$ cat src/rtl/tag_status_pkg.sv
package tag_status_pkg;

    typedef enum logic [1:0] {
        REQ_NOW    = 2'd0,
        REQ_ANY    = 2'd1,
        REQ_ALL    = 2'd2,
        REQ_CANCEL = 2'd3
    } req_code_e;

    typedef enum logic [1:0] {
        WAIT_IDLE = 2'd0,
        WAIT_ANY  = 2'd1,
        WAIT_ALL  = 2'd2
    } wait_state_e;

endpackage

$ cat src/rtl/tag_done_calc.sv
module tag_done_calc #(
    parameter int NUM_TAGS = 32
) (
    input  logic [NUM_TAGS-1:0] mask,
    input  logic [NUM_TAGS-1:0] pend,
    output logic [NUM_TAGS-1:0] done,
    output logic                any_done,
    output logic                all_done
);

    logic [NUM_TAGS-1:0] blocked;

    for (genvar t = 0; t < NUM_TAGS; t++) begin : g_tag
        assign done[t]    = mask[t] & ~pend[t];
        assign blocked[t] = mask[t] & pend[t];
    end

    assign any_done = |done;
    assign all_done = ~|blocked;

endmodule

$ cat src/rtl/tag_post_ctrl.sv
module tag_post_ctrl
    import tag_status_pkg::*;
(
    input  wait_state_e wait_q,
    input  logic        upd_wr_en,
    input  logic [1:0]  upd_wr_code,
    input  logic        mask_wr_en,
    input  logic        retire_pulse,
    input  logic        any_done,
    input  logic        all_done,
    output logic        post,
    output logic        clear,
    output wait_state_e wait_d
);

    logic        retest;
    req_code_e   code;

    assign code   = req_code_e'(upd_wr_code);
    assign retest = retire_pulse | mask_wr_en;

    always_comb begin
        post   = 1'b0;
        clear  = 1'b0;
        wait_d = wait_q;
        if (upd_wr_en) begin
            clear = 1'b1;
            unique case (code)
                REQ_NOW: begin
                    post   = 1'b1;
                    wait_d = WAIT_IDLE;
                end
                REQ_ANY: begin
                    post   = any_done;
                    wait_d = any_done ? WAIT_IDLE : WAIT_ANY;
                end
                REQ_ALL: begin
                    post   = all_done;
                    wait_d = all_done ? WAIT_IDLE : WAIT_ALL;
                end
                default: wait_d = WAIT_IDLE;
            endcase
        end else if (retest) begin
            if (wait_q == WAIT_ANY && any_done) begin
                post   = 1'b1;
                wait_d = WAIT_IDLE;
            end else if (wait_q == WAIT_ALL && all_done) begin
                post   = 1'b1;
                wait_d = WAIT_IDLE;
            end
        end
    end

endmodule

$ cat src/rtl/tag_status_unit.sv
module tag_status_unit
    import tag_status_pkg::*;
#(
    parameter int NUM_TAGS = 32
) (
    input  logic                clk,
    input  logic                rst_n,
    input  logic                mask_wr_en,
    input  logic [NUM_TAGS-1:0] mask_wr_data,
    input  logic                upd_wr_en,
    input  logic [1:0]          upd_wr_code,
    input  logic [NUM_TAGS-1:0] pend_tags,
    input  logic                retire_pulse,
    input  logic                stat_rd_req,
    output logic                stat_rd_ack,
    output logic [NUM_TAGS-1:0] stat_rd_data,
    output logic                stat_count
);

    typedef struct packed {
        logic [NUM_TAGS-1:0] mask;
        wait_state_e         waiting;
        logic [NUM_TAGS-1:0] status;
        logic                count;
    } state_t;

    state_t state_d, state_q;

    logic [NUM_TAGS-1:0] mask_eff;
    logic [NUM_TAGS-1:0] done;
    logic                any_done, all_done;
    logic                post, clear;
    wait_state_e         wait_d;

    assign mask_eff = mask_wr_en ? mask_wr_data : state_q.mask;

    tag_done_calc #(.NUM_TAGS(NUM_TAGS)) done_i (
        .mask     (mask_eff),
        .pend     (pend_tags),
        .done     (done),
        .any_done (any_done),
        .all_done (all_done)
    );

    tag_post_ctrl post_i (
        .wait_q       (state_q.waiting),
        .upd_wr_en    (upd_wr_en),
        .upd_wr_code  (upd_wr_code),
        .mask_wr_en   (mask_wr_en),
        .retire_pulse (retire_pulse),
        .any_done     (any_done),
        .all_done     (all_done),
        .post         (post),
        .clear        (clear),
        .wait_d       (wait_d)
    );

    assign stat_rd_ack  = stat_rd_req & state_q.count;
    assign stat_rd_data = state_q.status;
    assign stat_count   = state_q.count;

    always_comb begin
        state_d         = state_q;
        state_d.mask    = mask_eff;
        state_d.waiting = wait_d;
        if (stat_rd_ack || clear) begin
            state_d.count = 1'b0;
        end
        if (post) begin
            state_d.count  = 1'b1;
            state_d.status = done;
        end
    end

    always_ff @(posedge clk or negedge rst_n) begin
        if (!rst_n) begin
            state_q <= '{mask: '0, waiting: WAIT_IDLE, status: '0, count: 1'b0};
        end else begin
            state_q <= state_d;
        end
    end

    p_imm_post_r3: assert property (@(posedge clk) disable iff (!rst_n)
        (upd_wr_en && upd_wr_code == 2'd0)
        |=> (stat_count && stat_rd_data == $past(mask_eff & ~pend_tags)));

    p_all_exact_r5: assert property (@(posedge clk) disable iff (!rst_n)
        (post && !upd_wr_en && state_q.waiting == WAIT_ALL) |-> (done == mask_eff));

    p_cancel_empty_r12: assert property (@(posedge clk) disable iff (!rst_n)
        (upd_wr_en && upd_wr_code == 2'd3) |=> (!stat_count && state_q.waiting == WAIT_IDLE));

    p_idle_after_post_r7: assert property (@(posedge clk) disable iff (!rst_n)
        (post && upd_wr_code != 2'd3) |=> (state_q.waiting == WAIT_IDLE));

    p_no_spurious_post_r10: assert property (@(posedge clk) disable iff (!rst_n)
        (!retire_pulse && !mask_wr_en && !upd_wr_en) |=> !$rose(stat_count));

    p_read_drains_r11: assert property (@(posedge clk) disable iff (!rst_n)
        (stat_rd_ack && !post) |=> !stat_count);

endmodule

$ cat config.mk
export PLATFORM = sky130hd
export DESIGN_NAME = tag_status_unit
export DESIGN_NICKNAME = d
export VERILOG_FILES = /design/src/rtl/tag_status_pkg.sv /design/src/rtl/tag_done_calc.sv /design/src/rtl/tag_post_ctrl.sv /design/src/rtl/tag_status_unit.sv
export SDC_FILE = /design/constraint.sdc
export NUM_CORES = 1
export LEC_CHECK = 0
export BUFFER_PORTS_ARGS = -buffer_cell sky130_fd_sc_hd__buf_2
export CORE_ASPECT_RATIO = 0.75
export CORE_MARGIN = 3
export CORE_UTILIZATION = 52
export CTS_CLUSTER_DIAMETER = 150
export CTS_CLUSTER_SIZE = 40
export DETAILED_ROUTE_END_ITERATION = 8
export GPL_TIMING_DRIVEN = 1
export PLACE_DENSITY = 0.78
export SLEW_MARGIN = 10
export SYNTH_ARGS = -nofsm -noshare
export SYNTH_HDL_FRONTEND = slang
export SYNTH_SLANG_ARGS = --single-unit
$ cat constraint.sdc
create_clock -name clk -period 2.6 [get_ports clk]
set_input_delay 0.52 -clock clk [delete_from_list [all_inputs] [get_ports clk]]
set_output_delay 0.52 -clock clk [all_outputs]
set_load 0.1 [all_outputs]
==> metrics.md, run 1 <==
| Metric | Value |
|---|---|
| Worst Skew | `0.00884 ns` |
| Final weighted congestion of routability-driven global placement | `0.924` |
| Total non-filler cell area in the finished layout | `0.00509 sq mm` |
| Cell Count, Final, Fillers Out | `549` |
| Depth of the worst register-to-register path | `10` |
| Yosys reg bits | `67` |
| Number of instances in the synthesized netlist | `304` |
| Sink count of the clock tree | `67` |
| Overall die height | `77.3 um` |
| Synthesized net count | `380` |
| Post-CTS clock slew at the launch and capture registers of the worst setup and hold paths | `0.07 ns` |
| Critical R2R Capture | `stat_rd_data[4]` |
| DP Wirelength | `7100 um` |
| Worst Path Max Fanout | `6` |
| Startpoint types | `input pin` |
| Signal arrival time at the worst endpoint | `3.04 ns` |
| Kind of end point of the critical path | `flop` |
| Starting DRC count in detailed routing | `204` |
| Share of post-route cells with drive strength above 1 | `0.590` |
| TritonCTS clock tree | `built` |
| Worst path required time | `2.83 ns` |
| Net Switching | `1.44 mW` |
| Commonest cells after routing, fill and taps aside | `buf_2, buf_4, dfrtp_1, nor2_1, mux2_4` |
| Vias | `3055` |
| Fin crit share | `1.08` |
| RSZ-0062 raised after global routing | `yes` |
| Placed Cells incl. Taps | `498` |
| Relative max-transition margin | `0.547` |
| Total gr overflow | `0` |
| Wire length of the first global-routing pass | `16600 um` |
| Sequential cell area fraction in the yosys report | `0.475` |
| Average footprint of a synthesized cell | `11.6 sq um` |
| Launch point of the worst reg-to-reg path | `state_q[40]` |
| Average vias per placed instance | `5.56` |
| Number of filler cells placed in the layout | `375` |
| Classification of the worst setup path | `in -> reg` |
| # rows | `25` |
| Max-cap violation count | `0` |
| P_int | `2.23 mW` |
| Wirelength, routed | `11400 um` |
| First-pass iteration count of the detailed router | `5` |
| Antenna Diode Count | `0` |
| Placed standard-cell area | `0.00430 sq mm` |
| Overall die width | `101 um` |
| Number of remaining DRC errors | `0` |
| Smallest setup slack after layout | `-0.216 ns` |
| Combinational fraction of design power | `0.389` |
| Die area | `0.00782 sq mm` |
| CTS root buffer | `clkbuf_8` |
| Run status | `finished, violations left` |
| Largest net degree at the start of global routing | `41` |
| H-tree Lvls | `3` |
| Sequential cell fraction of total power | `0.340` |
| Time the worst path needs with I/O delays and setup | `2.82 ns` |
| Leading cell type in the layout, fill and taps excluded | `buf_2` |
| Worst Setup SP | `mask_wr_en` |
| LEAKAGE | `2.64 nW` |
| Starting density of the core | `0.547` |
| Bufs on Longest Clock Path | `2` |
| Storage element area | `0.00168 sq mm` |
| Pwr per Cell Area | `722 mW/mm^2` |
| CP endpoint | `stat_rd_data[4]` |
| Clock latency of the later-clocked register in the worst-skew pair | `0.35 ns` |
| Timing-limited maximum frequency | `355 MHz` |
| CTS Hold Buffers Added | `0` |
| Number of port buffers | `105` |
| Number of antenna violations at the first check in global routing | `0` |
| Switching share of power | `0.392` |
| # setup viols final | `32` |
| Max VDD drop | `0.551 mV` |
| Multi-input gate area | `0.00163 sq mm` |
| Syn-to-layout area delta | `44.3%` |
| Cell area after synthesis | `0.00353 sq mm` |
| Fin nets | `539` |
| Total clock buffers created by CTS | `9` |
| Reg-to-reg setup timing slack | `-0.01 ns` |
| Violated checks | `negative setup slack` |
| Tightest Hold Check Type | `in -> async` |
| Total count of hold-check failures in the final report | `0` |
| I/O pin total | `106` |
| Clock power frac | `0.271` |
| Yosys cell types | `27` |
| Number of slew-limit violations in the final report | `0` |
| Number of warnings issued by yosys | `0` |
| Via count of the first global-routing pass | `3183` |
| All-layer global routing usage | `0.281` |
| Slew at the pin closest to its max-slew limit | `0.680 ns` |
| Antenna violation net count after detailed routing | `0` |
| Placeable Area | `0.00644 sq mm` |
| Per-cell routed wire length | `20.7 um` |
[cell usage after synthesis]
library cell   n  area share
a221oi_1       4      0.0099
nand4_1        6       0.011
a22oi_1        8       0.017
nand2b_1       1      0.0018
o22ai_1       17       0.030
buf_4         32       0.068
o31ai_1        1      0.0021
a22oi_4        1      0.0060
a31oi_1        2      0.0035
a22o_1         4      0.0099
buf_6          6       0.019
inv_1         30       0.032
buf_2          1      0.0014
dfrtp_1       67        0.48
mux2_2         2      0.0064
mux2_4        30        0.13
nand2_1        4      0.0043
mux2i_2        5       0.020
nor2_1        36       0.038
and2_1         2      0.0035
o21ai_0        2      0.0028
a31oi_2        1      0.0035
mux2i_1       27       0.077
ha_1           4       0.014
nor4_1         4      0.0071
and4_1         1      0.0025
inv_2          6      0.0064
[cells by family (layout without fill, tap and decap cells)]
logic type / count (synthesis) / after routing / share of synthesized area
buffers and inverters: 75 / 239 / 0.127
AND/OR/NAND/NOR: 54 / 54 / 0.0681
multiplexers: 64 / 64 / 0.230
flip-flops: 67 / 67 / 0.475
AO/OA/AOI/OAI: 40 / 40 / 0.0851
adder cells (fa/ha/maj): 4 / 4 / 0.0142
[power by group through the flow]
stage	Sequential (mW)	Clock (mW)	Combinational (mW)
after floorplan	1.24	0	1.04
after global placement	1.25	0	1.24
after detailed placement	1.25	0	1.26
after CTS	1.24	1.00	1.36
after global routing	1.26	1.04	1.48
final	1.25	0.996	1.43
[registers in the layout, indices dropped and copies added (netlist names)]
register and count:
state_q 34, stat_rd_data 32, stat_count 1
[per-layer routing]
| metal | GRT usage | vias to the layer above | routed length [um] |
|---|---|---|---|
| met1 | 0.374 | 1504 | 4680 |
| met2 | 0.435 | 178 | 5380 |
| met5 | 0 | - | 0 |
| met4 | 0.104 | 0 | 374 |
| met3 | 0.0800 | 33 | 956 |
| li1 | - | 1340 | - |
[worst min-delay path by stage]
stage                           from          endpoint
CTS                            rst_n  stat_rd_data[29]
floorplan                      rst_n        stat_count
finish                         rst_n  stat_rd_data[11]
global placement         state_q[57]       state_q[57]
global route                   rst_n  stat_rd_data[29]
detailed placement  stat_rd_data[26]  stat_rd_data[26]
[cell type report]
| cell class | instances | share of cell area |
|---|---|---|
| Inverter | 36 | 0.0265 |
| Sequential cell | 67 | 0.329 |
| Tap cell | 81 | 0.0199 |
| Timing Repair Buffer | 187 | 0.259 |
| Clock buffer | 12 | 0.0305 |
| Clock inverter | 4 | 0.0143 |
| Multi-Input combinational cell | 162 | 0.321 |
[stage by stage]
stage	hold slack [ns]	worst slack, ns	TNS [ns]	utilization	power (mW)
2_1_floorplan	0.224	-0.110	-3.29	-	2.28
3_3_place_gp	0.481	-0.530	-15.59	0.668	2.49
3_5_place_dp	0.490	-0.589	-17.59	0.668	2.51
4_1_cts	0.215	-0.0720	-1.54	0.764	3.61
5_1_grt	0.245	-0.254	-7.10	0.790	3.78
6_report	0.203	-0.216	-5.18	0.790	3.67
[repair_timing]
action,in CTS,in global routing
resized for setup,28,19
buffers inserted,25,10
pin swaps,11,8
gates cloned,3,0
endpoints found under the setup margin,32,33
[worst max-delay path, cell delays in order]
cell	delay, ns
buf_8	0.09
buf_4	0.16
buf_4	0.15
mux2i_2	0.30
o22ai_1	0.20
nor4_1	0.33
nand4_1	0.18
buf_4	0.20
a31oi_4	0.18
a22oi_4	0.12
buf_12	0.16
buf_12	0.14
mux2_4	0.30
No activity file was read; power rests on OpenSTA's default activity.
==> inputs of run 2 (changes only) <==
Settings changed: CORE_UTILIZATION 52 to 50, PLACE_DENSITY 0.78 to 0.75, RECOVER_POWER from default to 100.
==> run 2 against run 1 <==
  * The flow finishes with violations (max-capacitance violations, max-slew violations, negative setup slack)
  * Via count increased by 0.46%
  * Highest routed layer unchanged
  * Global-route usage decreased by 1.3 points
  * Core utilization increased by 0.59 points
  * First-iteration DRC count increased by 5.4%
  * Critical endpoint is now stat_rd_data[20]
  * Critical path type unchanged
==> metrics.md, run 2 (synthesized netlist as in run 1, its figures left out) <==
| Metric | Value |
|---|---|
| Run status | `finished, violations left` |
| Violated checks | `max-capacitance violations, max-slew violations, negative setup slack` |
| Wirelength, routed | `11300 um (-0.66%)` |
| Placed standard-cell area | `0.00432 sq mm (+0.35%)` |
| Signal arrival time at the worst endpoint | `3.15 ns (+0.11 ns)` |
| Total count of hold-check failures in the final report | `0 (unchanged)` |
| Fin crit share | `1.12 (+0.0375)` |
| Total gr overflow | `0 (unchanged)` |
| CTS Hold Buffers Added | `0 (unchanged)` |
| Max VDD drop | `0.530 mV (-3.8%)` |
| Fin nets | `537 (-0.37%)` |
| Post-Route Setup TNS | `-9.26 ns (-4.08 ns)` |
| Antenna Diode Count | `0 (unchanged)` |
| Worst path required time | `2.84 ns (about the same)` |
| I/O pin total | `106 (unchanged)` |
| Wire length of the first global-routing pass | `16200 um (-2.5%)` |
| Largest reg by FF count | `state_q` |
| Starting density of the core | `0.537 (-0.0104)` |
| Number of remaining DRC errors | `0 (unchanged)` |
| Startpoint types | `input pin` |
| Relative max-transition margin | `-0.113 (-0.660)` |
| All-layer global routing usage | `0.268 (-0.0130)` |
| # rows | `25 (unchanged)` |
| Vias | `3069 (+0.46%)` |
| Largest register FFs | `34 (unchanged)` |
| Pwr per Cell Area | `702 mW/mm^2 (-2.8%)` |
| Bufs on Longest Clock Path | `2 (unchanged)` |
| Per-cell routed wire length | `20.7 um (-0.30%)` |
| RSZ-0062 raised after global routing | `yes` |
| Overall die height | `78.7 um (+1.8%)` |
| Classification of the worst setup path | `in -> reg` |
| TritonCTS clock tree | `built` |
| Post-layout util | `0.796 (+0.00591)` |
| Time the worst path needs with I/O delays and setup | `2.91 ns (+0.0974 ns)` |
| Die area | `0.00811 sq mm (+3.7%)` |
| Commonest cells after routing, fill and taps aside | `buf_2, dfrtp_1, buf_4, nor2_1, mux2_4` |
| DP Wirelength | `7200 um (+1.5%)` |
| Share of post-route cells with drive strength above 1 | `0.612 (+0.0218)` |
| Leading cell type in the layout, fill and taps excluded | `buf_2` |
| First-pass iteration count of the detailed router | `5 (unchanged)` |
| Average vias per placed instance | `5.61 (+0.83%)` |
| Timing-limited maximum frequency | `343 MHz (-3.3%)` |
| Via count of the first global-routing pass | `3128 (-1.7%)` |
| Overall power consumption | `3.67 mW (-0.15%)` |
| Overall die width | `103 um (+1.9%)` |
| Largest net degree at the start of global routing | `68 (+66%)` |
| # setup viols final | `33 (+3.1%)` |
| LEAKAGE | `2.66 nW (+0.75%)` |
| Slew at the pin closest to its max-slew limit | `1.67 ns (+0.990 ns)` |
| Kind of end point of the critical path | `flop` |
| Worst Path Max Fanout | `8 (+2)` |
| Max-cap violation count | `1 (+1)` |
| Sink count of the clock tree | `67 (unchanged)` |
| Total clock buffers created by CTS | `9 (unchanged)` |
| Worst Skew | `0.00945 ns (+0.000617 ns)` |
| Post-CTS clock slew at the launch and capture registers of the worst setup and hold paths | `0.08 ns (about the same)` |
| CTS root buffer | `clkbuf_8` |
| Number of antenna violations at the first check in global routing | `0 (unchanged)` |
| Final weighted congestion of routability-driven global placement | `0.870 (-5.8%)` |
| Starting DRC count in detailed routing | `215 (+5.4%)` |
| Number of slew-limit violations in the final report | `68 (+68)` |
| Total non-filler cell area in the finished layout | `0.00523 sq mm (+2.7%)` |
| Tightest Hold Check Type | `in -> reg` |
| Placeable Area | `0.00657 sq mm (+1.9%)` |
| Clock latency of the later-clocked register in the worst-skew pair | `0.36 ns (about the same)` |
| Antenna violation net count after detailed routing | `0 (unchanged)` |
| H-tree Lvls | `3 (unchanged)` |
| Smallest setup slack after layout | `-0.314 ns (-0.0974 ns)` |
| Number of port buffers | `105 (unchanged)` |
| Syn-to-layout area delta | `48.2%` |
-- run 2: cell types whose count changed in the layout (fill, tap and decap cells not counted), sizes merged --
| cell | change |
|---|---|
| clkinvlp | -1 |
| clkinv | +4 |
| buf | -3 |
| clkbuf | -2 |
-- run 2: cell type report --
| type | instances | area (sq um) |
|---|---|---|
| clock buffer | 9 | 124 |
| clock inverter | 7 | 92.6 |
| inverter | 36 | 135 |
| multi-input combinational | 162 | 1730 |
| sequential | 67 | 1680 |
| fill | 382 | 1340 |
| timing repair buffer | 185 | 1370 |
| tap | 81 | 101 |
-- run 2: worst paths after layout --
check                                 start          endpoint  slack, ns  depth (start not counted)
setup / recovery                 mask_wr_en  stat_rd_data[20]      -0.31                         14
hold / removal             mask_wr_data[13]       state_q[48]       0.41                          3
setup reg to reg                state_q[57]  stat_rd_data[20]      -0.11                         11
hold reg to reg             stat_rd_data[5]   stat_rd_data[5]       0.51                          1
max in group asynchronous             rst_n       state_q[33]       0.93                          2
min in group asynchronous             rst_n       state_q[62]       0.68                          2
-- run 2: routing by layer --
layer  global-route usage  part of all wire  routed length [um]
met5                    0                 0                   0
met4                0.105             0.036                 403
met1                0.373              0.42                4740
met3               0.0790             0.081                 916
met2                0.393              0.46                5250
-- run 2: critical path, cell delays in order --
cell and delay [ns]:
buf_12 0.11, buf_12 0.14, buf_4 0.14, mux2i_2 0.21, buf_4 0.16, o22ai_1 0.11
nor4_2 0.37, nand4_1 0.29, a31oi_1 0.27, buf_4 0.16, a22oi_4 0.07, buf_6 0.15
buf_12 0.14, mux2_4 0.30
-- run 2: per-stage QoR --
step	hold WS, ns	worst slack [ns]	instances
after floorplan	0.224	-0.110	304
after global placement	0.482	-0.611	500
after detailed placement	0.491	-0.709	500
after CTS	0.186	-0.0321	535
after global routing	0.412	-0.372	547
final	0.412	-0.314	547
-- run 2: what timing repair did --
| action | in CTS | in global routing |
|---|---|---|
| cloned | 3 | 0 |
| resized for setup | 56 | 20 |
| buffers inserted | 17 | 13 |
| endpoints found under the setup margin | 32 | 33 |
| pin swaps | 11 | 13 |
-- run 2: power by group --
group,switching (mW),leakage [nW],internal (mW),total [mW]
clock network,0.427,0.113,0.538,0.964
registers,0.0806,0.827,1.17,1.25
logic,0.966,1.72,0.487,1.45
total,1.47,2.66,2.19,3.67
==> inputs of run 3 (changes only) <==
Settings changed: PLACE_DENSITY 0.75 to 0.8.
==> run 3 against run 2 <==
  * The run ends with negative setup slack left
  * Design area is 3.3% lower
  * Maximum frequency is 2.1% higher
  * Largest cell class unchanged
  * Sequential share of layout area is 1.1 points higher
  * Critical endpoint is now stat_rd_data[28]
  * Hold slack better by 0.011 ns
  * Critical path type unchanged
  * Combinational power hardly changed
  * Critical path depth stayed put
==> metrics.md, run 3 (synthesized netlist as in run 1, its figures left out) <==
| Metric | Value |
|---|---|
| Overall power consumption | `3.46 mW (-5.7%)` |
| Classification of the worst setup path | `in -> reg` |
| Relative max-transition margin | `0.108 (+0.221)` |
| Total non-filler cell area in the finished layout | `0.00506 sq mm (-3.3%)` |
| Average vias per placed instance | `5.54 (-1.2%)` |
| Placed standard-cell area | `0.00433 sq mm (+0.41%)` |
| Tightest Hold Check Type | `in -> reg` |
| First-pass iteration count of the detailed router | `5 (unchanged)` |
| Pwr per Cell Area | `684 mW/mm^2 (-2.6%)` |
| Vias | `2961 (-3.5%)` |
| Number of remaining DRC errors | `0 (unchanged)` |
| TritonCTS clock tree | `built` |
| Sink count of the clock tree | `67 (unchanged)` |
| Largest net degree at the start of global routing | `26 (-62%)` |
| Number of antenna violations at the first check in global routing | `0 (unchanged)` |
| Post-Route Setup TNS | `-6.60 ns (+2.66 ns)` |
| Fin nets | `526 (-2.0%)` |
| Signal arrival time at the worst endpoint | `3.10 ns (-0.05 ns)` |
| Number of filler cells placed in the layout | `399 (+4.5%)` |
| Via count of the first global-routing pass | `3008 (-3.8%)` |
| Leading cell type in the layout, fill and taps excluded | `buf_2` |
| Slew at the pin closest to its max-slew limit | `1.34 ns (-0.332 ns)` |
| Worst path required time | `2.84 ns (about the same)` |
| Cell Count, Final, Fillers Out | `534 (-2.4%)` |
| Commonest cells after routing, fill and taps aside | `buf_2, dfrtp_1, buf_4, nor2_1, mux2_4` |
| Syn-to-layout area delta | `43.4%` |
| H-tree Lvls | `3 (unchanged)` |
| Final weighted congestion of routability-driven global placement | `0.867 (-0.33%)` |
| Time the worst path needs with I/O delays and setup | `2.85 ns (-0.0598 ns)` |
| Reg-to-reg setup timing slack | `-0.11 ns (about the same)` |
| Multi-input gate area | `0.00173 sq mm (unchanged)` |
| RSZ-0062 raised after global routing | `yes` |
| CTS root buffer | `clkbuf_8` |
| Antenna violation net count after detailed routing | `0 (unchanged)` |
| Number of slew-limit violations in the final report | `0 (-100%)` |
| Starting density of the core | `0.537 (unchanged)` |
| Largest reg by FF count | `state_q` |
| I/O pin total | `106 (unchanged)` |
| Largest register FFs | `34 (unchanged)` |
| Worst Hold Path Cells | `3 (unchanged)` |
| # setup viols final | `32 (-3.0%)` |
| Worst Path Max Fanout | `6 (-2)` |
| Per-cell routed wire length | `20.4 um (-1.1%)` |
| Antenna Diode Count | `0 (unchanged)` |
| Wirelength, routed | `10900 um (-3.5%)` |
| Overall die height | `78.7 um (unchanged)` |
| CTS Hold Buffers Added | `0 (unchanged)` |
| Starting DRC count in detailed routing | `173 (-20%)` |
| Total gr overflow | `0 (unchanged)` |
| Share of post-route cells with drive strength above 1 | `0.600 (-0.0111)` |
| Number of port buffers | `105 (unchanged)` |
| Placed Cells incl. Taps | `504 (+0.80%)` |
| Storage element area | `0.00168 sq mm (unchanged)` |
| Worst Skew | `0.0107 ns (+0.00120 ns)` |
| DP Wirelength | `7220 um (+0.25%)` |
| Clock latency of the later-clocked register in the worst-skew pair | `0.36 ns (about the same)` |
| Post-layout util | `0.770 (-0.0259)` |
| Max VDD drop | `0.409 mV (-23%)` |
| Kind of end point of the critical path | `flop` |
| Die area | `0.00811 sq mm (unchanged)` |
| Smallest setup slack after layout | `-0.254 ns (+0.0598 ns)` |
| Total clock buffers created by CTS | `9 (unchanged)` |
| LEAKAGE | `2.56 nW (-3.5%)` |
| Max-cap violation count | `0 (-1)` |
| Fin crit share | `1.10 (-0.0230)` |
| # rows | `25 (unchanged)` |
| Depth of the worst register-to-register path | `11 (unchanged)` |
| Bufs on Longest Clock Path | `2 (unchanged)` |
| Wire length of the first global-routing pass | `15600 um (-3.3%)` |
| Overall die width | `103 um (unchanged)` |
| Total count of hold-check failures in the final report | `0 (unchanged)` |
| Violated checks | `negative setup slack` |
| Timing-limited maximum frequency | `350 MHz (+2.1%)` |
| Run status | `finished, violations left` |
| Placeable Area | `0.00657 sq mm (unchanged)` |
| Startpoint types | `input pin` |
| All-layer global routing usage | `0.260 (-0.00782)` |
| Post-CTS clock slew at the launch and capture registers of the worst setup and hold paths | `0.08 ns (about the same)` |
[run 3: cell types whose count changed in the layout (fill, tap and decap cells not counted), moves of 3 or more]
cell     before  now
buf_12       10    6
o22ai_2       1    6
buf_4        55   52
a22oi_2       5    2
o22ai_1      16   11
buf_6        11    5
a22oi_1       3    6
[run 3: per-layer routing]
layer | routed length (um) | up-vias | global-route usage
met5 | 0 | - | 0
met4 | 300 | 0 | 0.0647
met3 | 815 | 31 | 0.0746
met2 | 5130 | 150 | 0.403
met1 | 4680 | 1461 | 0.360
li1 | - | 1319 | -
[run 3: power by group]
| part | total (mW) | internal (mW) | switching, mW | leakage, nW |
|---|---|---|---|---|
| Sequential | 1.25 | 1.17 | 0.0833 | 0.827 |
| Clock | 0.779 | 0.386 | 0.393 | 0.0843 |
| Combinational | 1.42 | 0.471 | 0.953 | 1.65 |
[run 3: layout make-up]
class	instances	share of cell area
clock buffers	12	0.0307
clock inverters	2	0.00247
inverters	36	0.0267
multi-input cells	162	0.341
flip-flops and latches	67	0.332
well taps	81	0.0200
repair buffers	174	0.247
[run 3: critical path, cell delays in order]
cell and delay, ns:
buf_12 0.11, buf_12 0.14, buf_8 0.12, mux2i_4 0.26, buf_6 0.13, o22ai_2 0.08
nor4_2 0.30, nand4_1 0.26, a31oi_1 0.30, buf_4 0.17, a22oi_4 0.06, buf_12 0.16
clkbuf_16 0.15, mux2_4 0.30
[run 3: what timing repair did]
| item | CTS | global route |
|---|---|---|
| pin swaps | 6 | 15 |
| setup endpoints to repair | 32 | 32 |
| buffers inserted | 7 | 5 |
| resized for setup | 36 | 31 |
| gates cloned | 4 | 1 |
[run 3: final timing paths]
check,endpoint,start
setup / recovery,stat_rd_data[28],mask_wr_en
hold / removal,state_q[38],mask_wr_data[3]
setup reg to reg,stat_rd_data[28],state_q[46]
hold reg to reg,stat_rd_data[11],stat_rd_data[11]
max in group asynchronous,state_q[57],rst_n
min in group asynchronous,stat_rd_data[22],rst_n
[run 3: per-stage QoR]
| stage | hold WS [ns] | worst slack (ns) |
|---|---|---|
| floorplan | 0.224 | -0.110 |
| global placement | 0.481 | -0.597 |
| detailed placement | 0.486 | -0.718 |
| CTS | 0.153 | -0.0915 |
| global route | 0.415 | -0.320 |
| finish | 0.423 | -0.254 |
